<file path="src/rtl/dps_pkg.sv">
`timescale 1ns/1ps
package dps_pkg;

   typedef enum logic [3:0] {
      ST_IDLE,
      ST_DN_CONN,
      ST_DN_PLANE,
      ST_DN_PIPE,
      ST_DN_PLL,
      ST_DN_VGA,
      ST_UP_PLL,
      ST_UP_WAIT,
      ST_UP_PIPE,
      ST_UP_PLANE,
      ST_UP_CONN
   } dps_state_e;

   function automatic int unsigned settle_cycles(input int unsigned clk_khz,
                                                 input int unsigned wait_us);
      return (clk_khz * wait_us) / 1000;
   endfunction

endpackage

</file>
<file path="src/rtl/dps_settle_timer.sv">
`timescale 1ns/1ps
module dps_settle_timer #(
   parameter int unsigned CYCLES = 30000
) (
   input  logic clk,
   input  logic rst_n,
   input  logic load,
   input  logic run,
   output logic expired
);
   localparam int unsigned CNT_W = (CYCLES < 2) ? 1 : $clog2(CYCLES + 1);
   localparam logic [CNT_W-1:0] LOAD_VAL = CNT_W'(CYCLES - 1);

   logic [CNT_W-1:0] cnt;

   always_ff @(posedge clk or negedge rst_n) begin
      if (!rst_n) begin
         cnt <= '0;
      end else if (load) begin
         cnt <= LOAD_VAL;
      end else if (run && (cnt != '0)) begin
         cnt <= cnt - 1'b1;
      end
   end

   assign expired = (cnt == '0);

endmodule

</file>
<file path="src/rtl/dps_stride_chk.sv">
`timescale 1ns/1ps
module dps_stride_chk #(
   parameter int unsigned STRIDE_W     = 16,
   parameter int unsigned STRIDE_ALIGN = 64
) (
   input  logic [STRIDE_W-1:0] stride,
   output logic                legal
);
   localparam int unsigned ALIGN_BITS = $clog2(STRIDE_ALIGN);

   generate
      if (ALIGN_BITS == 0) begin : g_any
         logic unused_ok;
         assign unused_ok = ^stride;
         assign legal = 1'b1 | unused_ok;
      end else begin : g_mask
         assign legal = (stride[ALIGN_BITS-1:0] == '0);
      end
   endgenerate

endmodule

</file>
<file path="src/rtl/dps_ctrl.sv">
`timescale 1ns/1ps
module dps_ctrl
   import dps_pkg::*;
#(
   parameter int unsigned NPLANE   = 3,
   parameter int unsigned NCONN    = 2,
   parameter int unsigned STRIDE_W = 16,
   parameter int unsigned SIZE_W   = 12
) (
   input  logic                clk,
   input  logic                rst_n,
   input  logic                cmd_up,
   input  logic                cmd_down,
   input  logic [NPLANE-1:0]   plane_mask,
   input  logic [NCONN-1:0]    conn_mask,
   input  logic [STRIDE_W-1:0] stride,
   input  logic [SIZE_W-1:0]   hact,
   input  logic [SIZE_W-1:0]   vact,
   input  logic                tmr_expired,
   input  logic                stride_legal,
   output logic                tmr_load,
   output logic                tmr_run,
   output logic [STRIDE_W-1:0] stride_q,
   output logic                pll_en,
   output logic                pipe_en,
   output logic [NPLANE-1:0]   plane_en,
   output logic [NCONN-1:0]    conn_en,
   output logic                vga_emul_en,
   output logic [SIZE_W-1:0]   src_h,
   output logic [SIZE_W-1:0]   src_v,
   output logic                busy,
   output logic                done,
   output logic                err
);
   dps_state_e          state;
   logic [NPLANE-1:0]   pmask_q;
   logic [NCONN-1:0]    cmask_q;
   logic [SIZE_W-1:0]   hact_q;
   logic [SIZE_W-1:0]   vact_q;

   assign busy     = (state != ST_IDLE);
   assign tmr_load = (state == ST_UP_PLL);
   assign tmr_run  = (state == ST_UP_WAIT);

   always_ff @(posedge clk or negedge rst_n) begin
      if (!rst_n) begin
         state       <= ST_IDLE;
         pll_en      <= 1'b0;
         pipe_en     <= 1'b0;
         plane_en    <= '0;
         conn_en     <= '0;
         vga_emul_en <= 1'b1;
         src_h       <= '0;
         src_v       <= '0;
         stride_q    <= '0;
         pmask_q     <= '0;
         cmask_q     <= '0;
         hact_q      <= '0;
         vact_q      <= '0;
         done        <= 1'b0;
         err         <= 1'b0;
      end else begin
         if ((state != ST_IDLE) && (cmd_up || cmd_down)) begin
            err <= 1'b1;
         end
         unique case (state)
            ST_IDLE: begin
               if (cmd_up && cmd_down) begin
                  err <= 1'b1;
               end else if (cmd_up) begin
                  pmask_q  <= plane_mask;
                  cmask_q  <= conn_mask;
                  stride_q <= stride;
                  hact_q   <= hact;
                  vact_q   <= vact;
                  err      <= 1'b0;
                  done     <= 1'b0;
                  state    <= ST_UP_PLL;
               end else if (cmd_down) begin
                  err   <= 1'b0;
                  done  <= 1'b0;
                  state <= ST_DN_CONN;
               end
            end
            ST_DN_CONN: begin
               if (pipe_en) conn_en <= '0;
               state <= ST_DN_PLANE;
            end
            ST_DN_PLANE: begin
               plane_en <= '0;
               state    <= ST_DN_PIPE;
            end
            ST_DN_PIPE: begin
               pipe_en <= 1'b0;
               state   <= ST_DN_PLL;
            end
            ST_DN_PLL: begin
               pll_en <= 1'b0;
               state  <= ST_DN_VGA;
            end
            ST_DN_VGA: begin
               vga_emul_en <= 1'b0;
               done        <= 1'b1;
               state       <= ST_IDLE;
            end
            ST_UP_PLL: begin
               pll_en <= 1'b1;
               state  <= ST_UP_WAIT;
            end
            ST_UP_WAIT: begin
               if (tmr_expired) state <= ST_UP_PIPE;
            end
            ST_UP_PIPE: begin
               pipe_en <= pll_en;
               src_h   <= hact_q;
               src_v   <= vact_q;
               state   <= ST_UP_PLANE;
            end
            ST_UP_PLANE: begin
               if (!stride_legal || !pipe_en) begin
                  err   <= 1'b1;
                  state <= ST_IDLE;
               end else begin
                  plane_en <= pmask_q;
                  state    <= ST_UP_CONN;
               end
            end
            ST_UP_CONN: begin
               if (pipe_en) conn_en <= cmask_q;
               done  <= 1'b1;
               state <= ST_IDLE;
            end
            default: state <= ST_IDLE;
         endcase
      end
   end

endmodule

</file>
<file path="src/rtl/disp_pwr_seq.sv">
`timescale 1ns/1ps
module disp_pwr_seq
   import dps_pkg::*;
#(
   parameter int unsigned NPLANE       = 3,
   parameter int unsigned NCONN        = 2,
   parameter int unsigned STRIDE_W     = 16,
   parameter int unsigned SIZE_W       = 12,
   parameter int unsigned STRIDE_ALIGN = 64,
   parameter int unsigned CLK_KHZ      = 200000,
   parameter int unsigned SETTLE_US    = 150
) (
   input  logic                clk,
   input  logic                rst_n,
   input  logic                cmd_up,
   input  logic                cmd_down,
   input  logic [NPLANE-1:0]   plane_mask,
   input  logic [NCONN-1:0]    conn_mask,
   input  logic [STRIDE_W-1:0] stride,
   input  logic [SIZE_W-1:0]   hact,
   input  logic [SIZE_W-1:0]   vact,
   output logic                pll_en,
   output logic                pipe_en,
   output logic [NPLANE-1:0]   plane_en,
   output logic [NCONN-1:0]    conn_en,
   output logic                vga_emul_en,
   output logic [SIZE_W-1:0]   src_h,
   output logic [SIZE_W-1:0]   src_v,
   output logic [STRIDE_W-1:0] surf_stride,
   output logic                busy,
   output logic                done,
   output logic                err
);
   localparam int unsigned SETTLE_CYC = settle_cycles(CLK_KHZ, SETTLE_US);
   localparam int unsigned ALIGN_BITS = $clog2(STRIDE_ALIGN);

   generate
      if (NPLANE < 1) begin : g_bad_nplane
         $error("NPLANE must be at least 1");
      end
      if (NCONN < 1) begin : g_bad_nconn
         $error("NCONN must be at least 1");
      end
      if (SETTLE_CYC < 1) begin : g_bad_settle
         $error("settling wait rounds to zero cycles");
      end
      if ((STRIDE_ALIGN == 0) || ((STRIDE_ALIGN & (STRIDE_ALIGN - 1)) != 0)) begin : g_bad_align
         $error("STRIDE_ALIGN must be a power of two");
      end
      if (ALIGN_BITS >= STRIDE_W) begin : g_bad_sw
         $error("STRIDE_W too narrow for STRIDE_ALIGN");
      end
   endgenerate

   logic tmr_load;
   logic tmr_run;
   logic tmr_expired;
   logic stride_legal;

   dps_settle_timer #(
      .CYCLES (SETTLE_CYC)
   ) u_timer (
      .clk     (clk),
      .rst_n   (rst_n),
      .load    (tmr_load),
      .run     (tmr_run),
      .expired (tmr_expired)
   );

   dps_stride_chk #(
      .STRIDE_W     (STRIDE_W),
      .STRIDE_ALIGN (STRIDE_ALIGN)
   ) u_stride (
      .stride (surf_stride),
      .legal  (stride_legal)
   );

   dps_ctrl #(
      .NPLANE   (NPLANE),
      .NCONN    (NCONN),
      .STRIDE_W (STRIDE_W),
      .SIZE_W   (SIZE_W)
   ) u_ctrl (
      .clk          (clk),
      .rst_n        (rst_n),
      .cmd_up       (cmd_up),
      .cmd_down     (cmd_down),
      .plane_mask   (plane_mask),
      .conn_mask    (conn_mask),
      .stride       (stride),
      .hact         (hact),
      .vact         (vact),
      .tmr_expired  (tmr_expired),
      .stride_legal (stride_legal),
      .tmr_load     (tmr_load),
      .tmr_run      (tmr_run),
      .stride_q     (surf_stride),
      .pll_en       (pll_en),
      .pipe_en      (pipe_en),
      .plane_en     (plane_en),
      .conn_en      (conn_en),
      .vga_emul_en  (vga_emul_en),
      .src_h        (src_h),
      .src_v        (src_v),
      .busy         (busy),
      .done         (done),
      .err          (err)
   );

endmodule

</file>
<file path="config.mk">
export PLATFORM = sky130hd
export DESIGN_NAME = disp_pwr_seq
export DESIGN_NICKNAME = d
export VERILOG_FILES = /design/src/rtl/dps_pkg.sv /design/src/rtl/dps_settle_timer.sv /design/src/rtl/dps_stride_chk.sv /design/src/rtl/dps_ctrl.sv /design/src/rtl/disp_pwr_seq.sv
export SDC_FILE = /design/constraint.sdc
export NUM_CORES = 1
export LEC_CHECK = 0
export BUFFER_PORTS_ARGS = -buffer_cell sky130_fd_sc_hd__buf_2
export CAP_MARGIN = 40
export CORE_MARGIN = 2
export CORE_UTILIZATION = 50
export CTS_CLUSTER_DIAMETER = 200
export DETAILED_ROUTE_END_ITERATION = 8
export PLACE_DENSITY = 0.79
export SYNTH_ARGS = -nofsm -noshare
export SYNTH_HDL_FRONTEND = slang
export SYNTH_SLANG_ARGS = --single-unit
</file>
<file path="constraint.sdc">
create_clock -name clk -period 4.6 [get_ports clk]
set_clock_uncertainty 0.2 [all_clocks]
set_input_delay 0.69 -clock clk [delete_from_list [all_inputs] [get_ports clk]]
set_output_delay 0.69 -clock clk [all_outputs]
set_load 0.005 [all_outputs]
</file>
==> results of run 1 <==
[worst paths after layout]
path,slack [ns],depth (start not counted),start,end
max in group asynchronous,3.05,2,rst_n,u_ctrl.vga_emul_en$_DFFE_PN1N_
worst max-delay path,1.91,3,u_ctrl.state[0]$_DFFE_PN0P_,busy
worst min-delay path,0.22,1,rst_n,u_timer.cnt[14]$_DFFE_PN0P_
worst max register to register,2.06,7,u_timer.cnt[0]$_DFFE_PN0P_,u_timer.cnt[8]$_DFFE_PN0P_
min in group clk,0.26,1,u_ctrl.vga_emul_en$_DFFE_PN1N_,u_ctrl.vga_emul_en$_DFFE_PN1N_
worst min register to register,0.26,1,u_ctrl.vga_emul_en$_DFFE_PN1N_,u_ctrl.vga_emul_en$_DFFE_PN1N_
[through the flow]
stage	power [W]	std cells	instance area, sq um	setup slack (ns)	hold WS, ns
after floorplan	0.00197	333	4170	2.30	0.194
after global placement	0.00228	521	4740	1.96	0.247
after detailed placement	0.00235	523	4750	2.08	0.251
after CTS	0.00293	539	4960	1.91	0.255
after global routing	0.00311	539	4960	1.77	0.268
final	0.00290	539	4960	1.91	0.223
[kinds of logic (layout without fill, tap and decap cells)]
group           count (synthesis)  in the layout
fa+ha+maj                       1              1
xor+xnor                        1              1
flops                          98             98
compound gates                 40             40
mux                            73             73
buf+inv                        25            126
simple gates                   95             95
[worst reg2reg max path: stages (launching register included)]
cell and delay, ns:
dfrtp_1 0.42, inv_1 0.07, ha_1 0.20, or3b_2 0.50, nor4_2 0.38, buf_4 0.25
nor3_1 0.06, or3b_1 0.34
[sequential cells by signal, indices dropped and copies added (netlist names)]
register            flops
u_ctrl.vact_q          12
u_ctrl.stride_q        16
u_ctrl.conn_en          2
u_ctrl.vga_emul_en      1
u_ctrl.err              1
u_ctrl.src_v           12
u_ctrl.state            4
u_ctrl.pipe_en          1
u_ctrl.src_h           12
u_ctrl.plane_en         3
u_timer.cnt            15
u_ctrl.pmask_q          3
u_ctrl.pll_en           1
u_ctrl.cmask_q          2
u_ctrl.hact_q          12
u_ctrl.done             1
[layout by cell type, fill, tap and decap left out, types with 3 or more instances in the layout]
| cell type | count |
|---|---|
| a21oi_1 | 8 |
| buf_2 | 98 |
| buf_4 | 5 |
| clkbuf_8 | 9 |
| dfrtp_1 | 97 |
| inv_1 | 7 |
| inv_6 | 3 |
| mux2_1 | 5 |
| mux2_2 | 64 |
| mux2i_1 | 4 |
| nand2_1 | 20 |
| nand2b_1 | 4 |
| nand3_1 | 8 |
| nand3b_1 | 3 |
| nor2_1 | 12 |
| nor2b_1 | 4 |
| nor3_1 | 9 |
| nor4_1 | 5 |
| o21ai_0 | 14 |
| o21ai_1 | 4 |
| or3_1 | 7 |
| or4_1 | 6 |
[synthesized netlist by cell type (all sizes together)]
| cell type | n | area (sq um) |
|---|---|---|
| and2 | 1 | 6.26 |
| xor2 | 1 | 8.76 |
| inv | 7 | 26.3 |
| or3 | 7 | 43.8 |
| nor3b | 1 | 7.51 |
| or4 | 8 | 67.6 |
| or3b | 2 | 17.5 |
| and4b | 1 | 10.0 |
| o22ai | 2 | 12.5 |
| mux2 | 69 | 777 |
| buf | 7 | 40.0 |
| mux2i | 4 | 40.0 |
| and3 | 2 | 12.5 |
| dfstp | 1 | 26.3 |
| nor2b | 4 | 25.0 |
| a22o | 2 | 17.5 |
| nor4 | 6 | 43.8 |
| or2 | 1 | 6.26 |
| a211oi | 2 | 15.0 |
| o31ai | 2 | 15.0 |
| o211ai | 1 | 7.51 |
| clkbuf | 11 | 41.3 |
| nand3b | 3 | 22.5 |
| o21ai | 18 | 90.1 |
| dfrtp | 97 | 2430 |
| o21a | 2 | 15.0 |
| nand4 | 2 | 12.5 |
| nor2 | 12 | 45.0 |
| a21boi | 1 | 7.51 |
| nand2b | 4 | 25.0 |
| ha | 1 | 12.5 |
| nand2 | 20 | 75.1 |
| nand4b | 1 | 8.76 |
| nand3 | 8 | 40.0 |
| a31oi | 2 | 12.5 |
| or4b | 2 | 20.0 |
| a21oi | 8 | 40.0 |
| nor3 | 10 | 50.1 |
[power groups by stage]
| stage | combinational (W) | sequential, W | clock (W) |
|---|---|---|---|
| after floorplan | 0.000568 | 0.00140 | 0 |
| after global placement | 0.000832 | 0.00145 | 0 |
| after detailed placement | 0.000867 | 0.00148 | 0 |
| after CTS | 0.000871 | 0.00147 | 0.000588 |
| after global routing | 0.000956 | 0.00153 | 0.000625 |
| final | 0.000856 | 0.00146 | 0.000577 |
[layout make-up]
type,count,share of cell area
clock inverters,7,0.0171
multi-input cells,210,0.325
flip-flops and latches,98,0.494
clock buffers,9,0.0250
inverters,7,0.00529
well taps,105,0.0265
repair buffers,103,0.106
[routing by layer]
| metal | wire length [um] | up-vias | part of all wire |
|---|---|---|---|
| li1 | - | 1388 | - |
| met1 | 3440 | 1448 | 0.41 |
| met2 | 4310 | 94 | 0.51 |
| met3 | 623 | 12 | 0.073 |
| met4 | 110 | 0 | 0.013 |
| met5 | 0 | - | 0 |
==> reports/metrics.csv, run 1 <==
metric,value,unit
ys_seq_area_frac,0.588,
cts_made_buffers,9,
clk_latency,0.37,ns
post_cts.repair.setup_buffers,0,
h-tree-depth,3,
n_fill_cell,645,
syn-instance-count,333,
cp.arrival,1.80,ns
path_max_fanout,21,
clk_transition_reported_paths,0.09,ns
synth-simple-area-share,0.129,
report.final.slew_viol_count,0,
antenna_found_initial,0,
drt-pass1-iter-count,4,
layout_min_cycle_time,2.69,ns
grt-ovfl-total,0,
io_buffer_count,99,
critPathLaunchType,flip-flop,
grtUsageTotal,0.200,
synth_warnings,0,
p_int,0.00196,W
p_leak,2.36,nW
final_antenna_net_count,0,
cp_cell_sequence,nor4_1 > inv_1 > buf_2,
core,0.00813,sq mm
synth.avg_cell_area,12.5,sq um
hp-class,in2async,
setup_viol,0,
multi_input_area,0.00162,sq mm
yosys.area_share.adder,0.00300,
hold_viol_final,0,
rsz0062_at_grt,false,
combinationalPowerShare,0.295,
clock-sinks,98,
critPathMaxStageDelay,0.60,ns
vias,2942,
regArea,0.00245,sq mm
critPathTopFamily,flip-flops,
diodes,0,
syn_to_final_growth,19.0,%
max_cap_viol_count,0,
initial_core_util,0.513,
drc,0,
syn-num-nets,383,
cp_slowest_cell,dfrtp_1,
synth_top_family_by_area,multiplexers,
initialDrtViolationCount,218,
grt-busiest-layer,met2,
final_nets,479,
max_slew_margin,0.429,
grt_use_met3,0.0656,
ios,100,
fp.dieArea,0.00909,sq mm
fmax,0.372,GHz
cp-end-kind,primary output,
met1_usage,0.253,
final_util,0.610,
status,"finished, final reports clean",
gp_congestion,0.801,
worst_slew_pin_slew,0.856,ns
swShare,0.324,
peakVddDrop,0.317,mV
setup_tns,0,ns
yosysUniqueCellTypes,45,
path_class,reg2out,
cts_tree,yes,
power_density,584,mW/mm^2
ctsHoldBuffers,0,
fin_crit_sh,0.584,
ys_ff_latch,98,
die-height,95.3,um
synth_xor_area_frac,0.00210,
post_synth_mux_area_share,0.196,
drive_gt1_frac,0.438,
wl_per_cell,15.7,um
place_hpwl,5.95,mm
cts_resized,0,
worstPathRequired,3.71,ns
syn_area,0.00417,sq mm
grt_pass1_wl,14.0,mm
grt_pass1_vias,2934,
avgViaCountPerCell,5.46,
grt_max_degree,70,
power_frac_seq,0.506,
clockRootBuffer,clkbuf_8,
cts_max_path_buffers,2,
die_x,95.3,um
clkPwrFrac,0.199,
grt_use_met2,0.329,
synth-compound-area-share,0.0558,
p_sw,0.000938,W
drt-total-wl,8.48,mm
worst-path-buf-inv,2,
rows,33,
Power figures use the tool's default switching activity.
==> run 2: changes to the inputs <==
- CORE_UTILIZATION: 50 -> 48
- PLACE_DENSITY: 0.79 -> 0.8
- clock period: 4.6 -> 2.4 ns (I/O delays scaled with it)
==> reports/metrics.csv, run 2 (synthesis gave the netlist of run 1 again) <==
metric,value,unit
die-height,97.2,um
grt_pass1_wl,14.6,mm
power_frac_seq,0.493,
critPathMaxStageDelay,0.51,ns
n_fill_cell,688,
holdPathStages,2,
final_util,0.604,
syn_to_final_growth,24.4,%
cp_num_cells,6,
cp-end-kind,flip-flop,
hold_viol_final,0,
combinationalPowerShare,0.310,
gp_congestion,0.847,
layout_min_cycle_time,2.32,ns
reg_top3,"u_ctrl.stride_q: 16 flops, u_timer.cnt: 15 flops",
p_leak,2.47,nW
cts_made_buffers,9,
drt-pass1-iter-count,4,
vias,3034,
path_max_fanout,4,
worst-path-buf-inv,1,
fin_crit_sh,0.968,
die_x,97.2,um
p_sw,0.00183,W
worstPathRequired,2.45,ns
largest_register_ffs,16,
clk_latency,0.36,ns
setup_viol,0,
avgViaCountPerCell,5.38,
antenna_found_initial,0,
path_class,reg2reg,
max_slew_margin,0.525,
stdcell_area,0.00519,sq mm
holdPathEnd,u_ctrl.hact_q[2]$_DFFE_PN0P_,
hp-class,in2reg,
clockRootBuffer,clkbuf_8,
fmax,0.430,GHz
ios,100,
power_density,1090,mW/mm^2
whs,0.0191,ns
cts_max_path_buffers,2,
cp.arrival,2.37,ns
h-tree-depth,3,
place_hpwl,6.17,mm
r2r_slack,0.08,ns
grt_max_degree,51,
critPathTopFamily,simple AND/OR/NAND/NOR gates,
clkPwrFrac,0.197,
reg2reg_depth,6,
report.final.slew_viol_count,0,
drive_gt1_frac,0.441,
grtUsageTotal,0.191,
swShare,0.324,
critPathLaunchType,flip-flop,
r2r-start,u_timer.cnt[0]$_DFFE_PN0P_,
final_nets,501,
clock-sinks,98,
wl_per_cell,15.4,um
post_cts.repair.setup_buffers,0,
final_cell_mix,"buf_2 (98), dfrtp_1 (97), mux2_2 (64), nand2_1 (20), o21ai_0 (14)",
p_int,0.00383,W
clk_transition_reported_paths,0.10,ns
min_from,hact[2],
diodes,0,
initial_core_util,0.485,
io_buffer_count,99,
peakVddDrop,0.646,mV
fp.dieArea,0.00945,sq mm
drt-total-wl,8.69,mm
core,0.00859,sq mm
rows,34,
drc,0,
dpl_cell_area,0.00486,sq mm
cts_tree,yes,
total_power,0.00566,W
initialDrtViolationCount,179,
grt-ovfl-total,0,
rsz0062_at_grt,true,
status,"finished, final reports clean",
cp_slowest_cell,or4_1,
max_cap_viol_count,0,
top_register,u_ctrl.stride_q,
cp_cell_sequence,inv_1 > ha_1 > or3b_2 > or4_1 > a211oi_2 > a21oi_1,
timing.rr.end,u_timer.cnt[0]$_DFFE_PN0P_,
grt_pass1_vias,3092,
worst_slew_pin_slew,0.708,ns
final_antenna_net_count,0,
final_common_cell,buf_2,
## run 2: cell types whose count changed in the layout (fill, tap and decap cells not counted), sizes merged
cell | previous run | this run
inv | 10 | 11
clkinv | 2 | 1
buf | 103 | 113
dlygate4sd3 | 0 | 12
## run 2: power groups by stage
| stage | sequential, W | clock (W) | combinational, W |
|---|---|---|---|
| floorplan | 0.00269 | 0 | 0.00109 |
| global placement | 0.00275 | 0 | 0.00169 |
| detailed placement | 0.00281 | 0 | 0.00175 |
| CTS | 0.00278 | 0.00114 | 0.00178 |
| global route | 0.00288 | 0.00121 | 0.00195 |
| finish | 0.00279 | 0.00111 | 0.00176 |
## run 2: through the flow
step | TNS, ns | cells | worst slack, ns
global route | -0.0150 | 564 | -0.0150
global placement | 0 | 536 | 0.145
finish | 0 | 564 | 0.0764
detailed placement | 0 | 536 | 0.0986
floorplan | 0 | 333 | 0.0977
CTS | 0 | 564 | 0.0367
## run 2: final cells by class
class,instances,area [sq um],area share
clock inverter,7,82.6,0.0159
inverter,7,26.3,0.00506
clock buffer,9,124,0.0239
tap,108,135,0.0260
multi-input combinational,210,1620,0.312
sequential,98,2450,0.473
timing repair buffer,125,748,0.144
## run 2: worst max-delay path by stage
stage | endpoint | startpoint
after floorplan | u_timer.cnt[8]$_DFFE_PN0P_ | u_timer.cnt[5]$_DFFE_PN0P_
after global placement | u_timer.cnt[8]$_DFFE_PN0P_ | u_timer.cnt[5]$_DFFE_PN0P_
after detailed placement | u_timer.cnt[8]$_DFFE_PN0P_ | u_timer.cnt[5]$_DFFE_PN0P_
after CTS | u_timer.cnt[0]$_DFFE_PN0P_ | u_timer.cnt[0]$_DFFE_PN0P_
after global routing | u_timer.cnt[1]$_DFFE_PN0P_ | u_timer.cnt[0]$_DFFE_PN0P_
final | u_timer.cnt[0]$_DFFE_PN0P_ | u_timer.cnt[0]$_DFFE_PN0P_
## run 2: per-layer routing
| metal | global-route usage | routed length, um | up-vias |
|---|---|---|---|
| met4 | 0.0556 | 117 | 0 |
| met3 | 0.0590 | 493 | 13 |
| met2 | 0.321 | 4470 | 74 |
| met1 | 0.241 | 3610 | 1513 |
| met5 | 0 | 0 | - |
| li1 | - | - | 1434 |
## run 2: what timing repair did
action                                  CTS  global route
endpoints found under the hold margin    56             0
hold buffers                             12             0
endpoints found under the setup margin    0             2
resized for setup                         0             1
==> run 3: changes to the inputs <==
- CORE_UTILIZATION: 48 -> 49
- SYNTH_HIERARCHICAL: unset -> 1
==> reports/metrics.csv, run 3 <==
metric,value,unit
gp_congestion,0.881,
clk_latency,0.36,ns
worst_slew_pin_slew,0.601,ns
p_leak,2.72,nW
final_nets,496,
drc,0,
dpl_cell_area,0.00512,sq mm
power_density,927,mW/mm^2
final_cell_mix,"buf_2 (98), dfrtp_1 (97), mux2_4 (40), mux2_2 (30), buf_4 (24)",
fin_crit_sh,0.968,
netlist.top_cell.by_area,dfrtp_1,
antenna_found_initial,0,
synth.avg_cell_area,13.7,sq um
wl_per_cell,15.8,um
rows,34,
crit_path_start,u_ctrl/state[0]$_DFFE_PN0P_,
final_antenna_net_count,0,
fp.dieArea,0.00978,sq mm
rsz0062_at_grt,false,
async_reset_ff_frac,1.00,
synth_common_cells,"dfrtp_1 (97), mux2_4 (40), mux2_2 (30)",
n_fill_cell,686,
synth_warnings,6,
clk_transition_reported_paths,0.10,ns
status,"finished, final reports clean",
cts_tree,yes,
drive_gt1_frac,0.492,
ys_ff_latch,98,
min_from,stride[6],
grt_max_degree,44,
fmax,0.430,GHz
reg_top3,"u_ctrl/stride_q: 16 flops, u_timer/cnt: 15 flops",
whs,0.0209,ns
drt-total-wl,8.82,mm
cts_max_path_buffers,2,
final_common_cell,buf_2,
worstPathRequired,2.45,ns
syn-num-nets,372,
die_x,98.9,um
max_cap_viol_count,0,
report.final.slew_viol_count,0,
yosysUniqueCellTypes,49,
max_slew_margin,0.599,
setup_tns,0,ns
avgViaCountPerCell,5.41,
r2r-start,u_ctrl/state[0]$_DFFE_PN0P_,
initial_core_util,0.506,
clock-sinks,98,
hp-class,in2reg,
grtUsageTotal,0.191,
cp.arrival,2.38,ns
largest_register_ffs,16,
yosysTopAreaCellShare,0.550,
grt-ovfl-total,0,
diodes,0,
ios,100,
syn_area,0.00441,sq mm
setup_viol,0,
clockRootBuffer,clkbuf_8,
syn-instance-count,322,
drt-pass1-iter-count,4,
dp_slack,0.101,ns
vias,3023,
syn_to_final_growth,21.3,%
fin_ws,0.0765,ns
cts_made_buffers,9,
layout_min_cycle_time,2.32,ns
synth_flop_cell,dfrtp_1,
stdcell_area,0.00535,sq mm
initialDrtViolationCount,94,
path_max_fanout,12,
ys_seq_area_frac,0.556,
place_hpwl,6.35,mm
peakVddDrop,0.496,mV
hold_viol_final,0,
grt_pass1_vias,3196,
grt_pass1_wl,15.0,mm
path_class,reg2reg,
top_register,u_ctrl/stride_q,
synth-edff-count,0,
h-tree-depth,3,
die-height,98.9,um
critPathLaunchType,flip-flop,
cp-end-kind,flip-flop,
synth.most_common_cell,dfrtp_1,
synth_area_leaders,"dfrtp_1 (55%), mux2_4 (14%), mux2_2 (7.7%)",
io_buffer_count,99,
core,0.00872,sq mm
-- run 3: cell types whose count changed in the layout (fill, tap and decap cells not counted), moves of 6 or more --
| cell | before | now |
|---|---|---|
| dlygate4sd3_1 | 12 | 3 |
| mux2_2 | 64 | 30 |
| mux2_4 | 0 | 40 |
| buf_4 | 13 | 24 |
| or3_1 | 7 | 1 |
-- run 3: kinds of logic after synthesis --
| family | after synthesis | synth area share |
|---|---|---|
| buf+inv | 19 | 0.0363 |
| simple gates | 87 | 0.115 |
| flops | 98 | 0.556 |
| compound gates | 43 | 0.0692 |
| fa+ha+maj | 1 | 0.00283 |
| xor+xnor | 2 | 0.00397 |
| mux | 72 | 0.217 |
-- run 3: critical path, stage by stage, from the launching register on --
cell and delay [ns]:
dfrtp_1 0.39, or4_4 0.58, or3_2 0.49, buf_4 0.23, mux2_4 0.32
-- run 3: repair_timing --
action / 4_1_cts / 5_1_grt
setup endpoints to repair: 0 / 2
resized for setup: 0 / 1
hold endpoints to repair: 41 / 2
setup buffers: 0 / 1
hold buffers: 1 / 2
-- run 3: layout make-up --
cell class | instances | area [sq um] | share of cell area
Clock buffer | 11 | 131 | 0.0245
Clock inverter | 5 | 62.6 | 0.0117
Inverter | 5 | 18.8 | 0.00351
Multi-Input combinational cell | 205 | 1810 | 0.338
Sequential cell | 98 | 2450 | 0.458
Tap cell | 108 | 135 | 0.0252
Timing Repair Buffer | 127 | 741 | 0.138
-- run 3: stage by stage --
stage	instances	total power, W	utilization
after global placement	539	0.00384	0.587
after floorplan	322	0.00345	-
after global routing	559	0.00526	0.614
after CTS	556	0.00500	0.610
final	559	0.00496	0.614
after detailed placement	539	0.00392	0.587
-- run 3: power by group --
part           internal, W  switching (W)  leakage (nW)
Combinational     0.000917       0.000595          1.41
Sequential         0.00211       0.000298          1.22
Clock             0.000488       0.000557        0.0901
Total              0.00351        0.00145          2.72
-- run 3: worst paths after layout --
| kind | slack (ns) | to | cells after the start |
|---|---|---|---|
| setup / recovery | 0.08 | u_ctrl/stride_q[3]$_DFFE_PN0P_ | 4 |
| hold / removal | 0.02 | u_ctrl/stride_q[6]$_DFFE_PN0P_ | 2 |
| setup reg to reg | 0.08 | u_ctrl/stride_q[3]$_DFFE_PN0P_ | 4 |
| hold reg to reg | 0.26 | u_ctrl/vga_emul_en$_DFFE_PN1N_ | 1 |
| max in group asynchronous | 1.03 | u_ctrl/src_v[5]$_DFFE_PN0P_ | 3 |
| min in group asynchronous | 0.34 | u_timer/cnt[6]$_DFFE_PN0P_ | 2 |
-- run 3: per-layer routing --
metal | GRT usage | routed length, um | vias up
met3 | 0.0674 | 617 | 16
met4 | 0.0632 | 145 | 0
met1 | 0.236 | 3780 | 1500
met2 | 0.313 | 4270 | 96
li1 | - | - | 1411
met5 | 0 | 0 | -
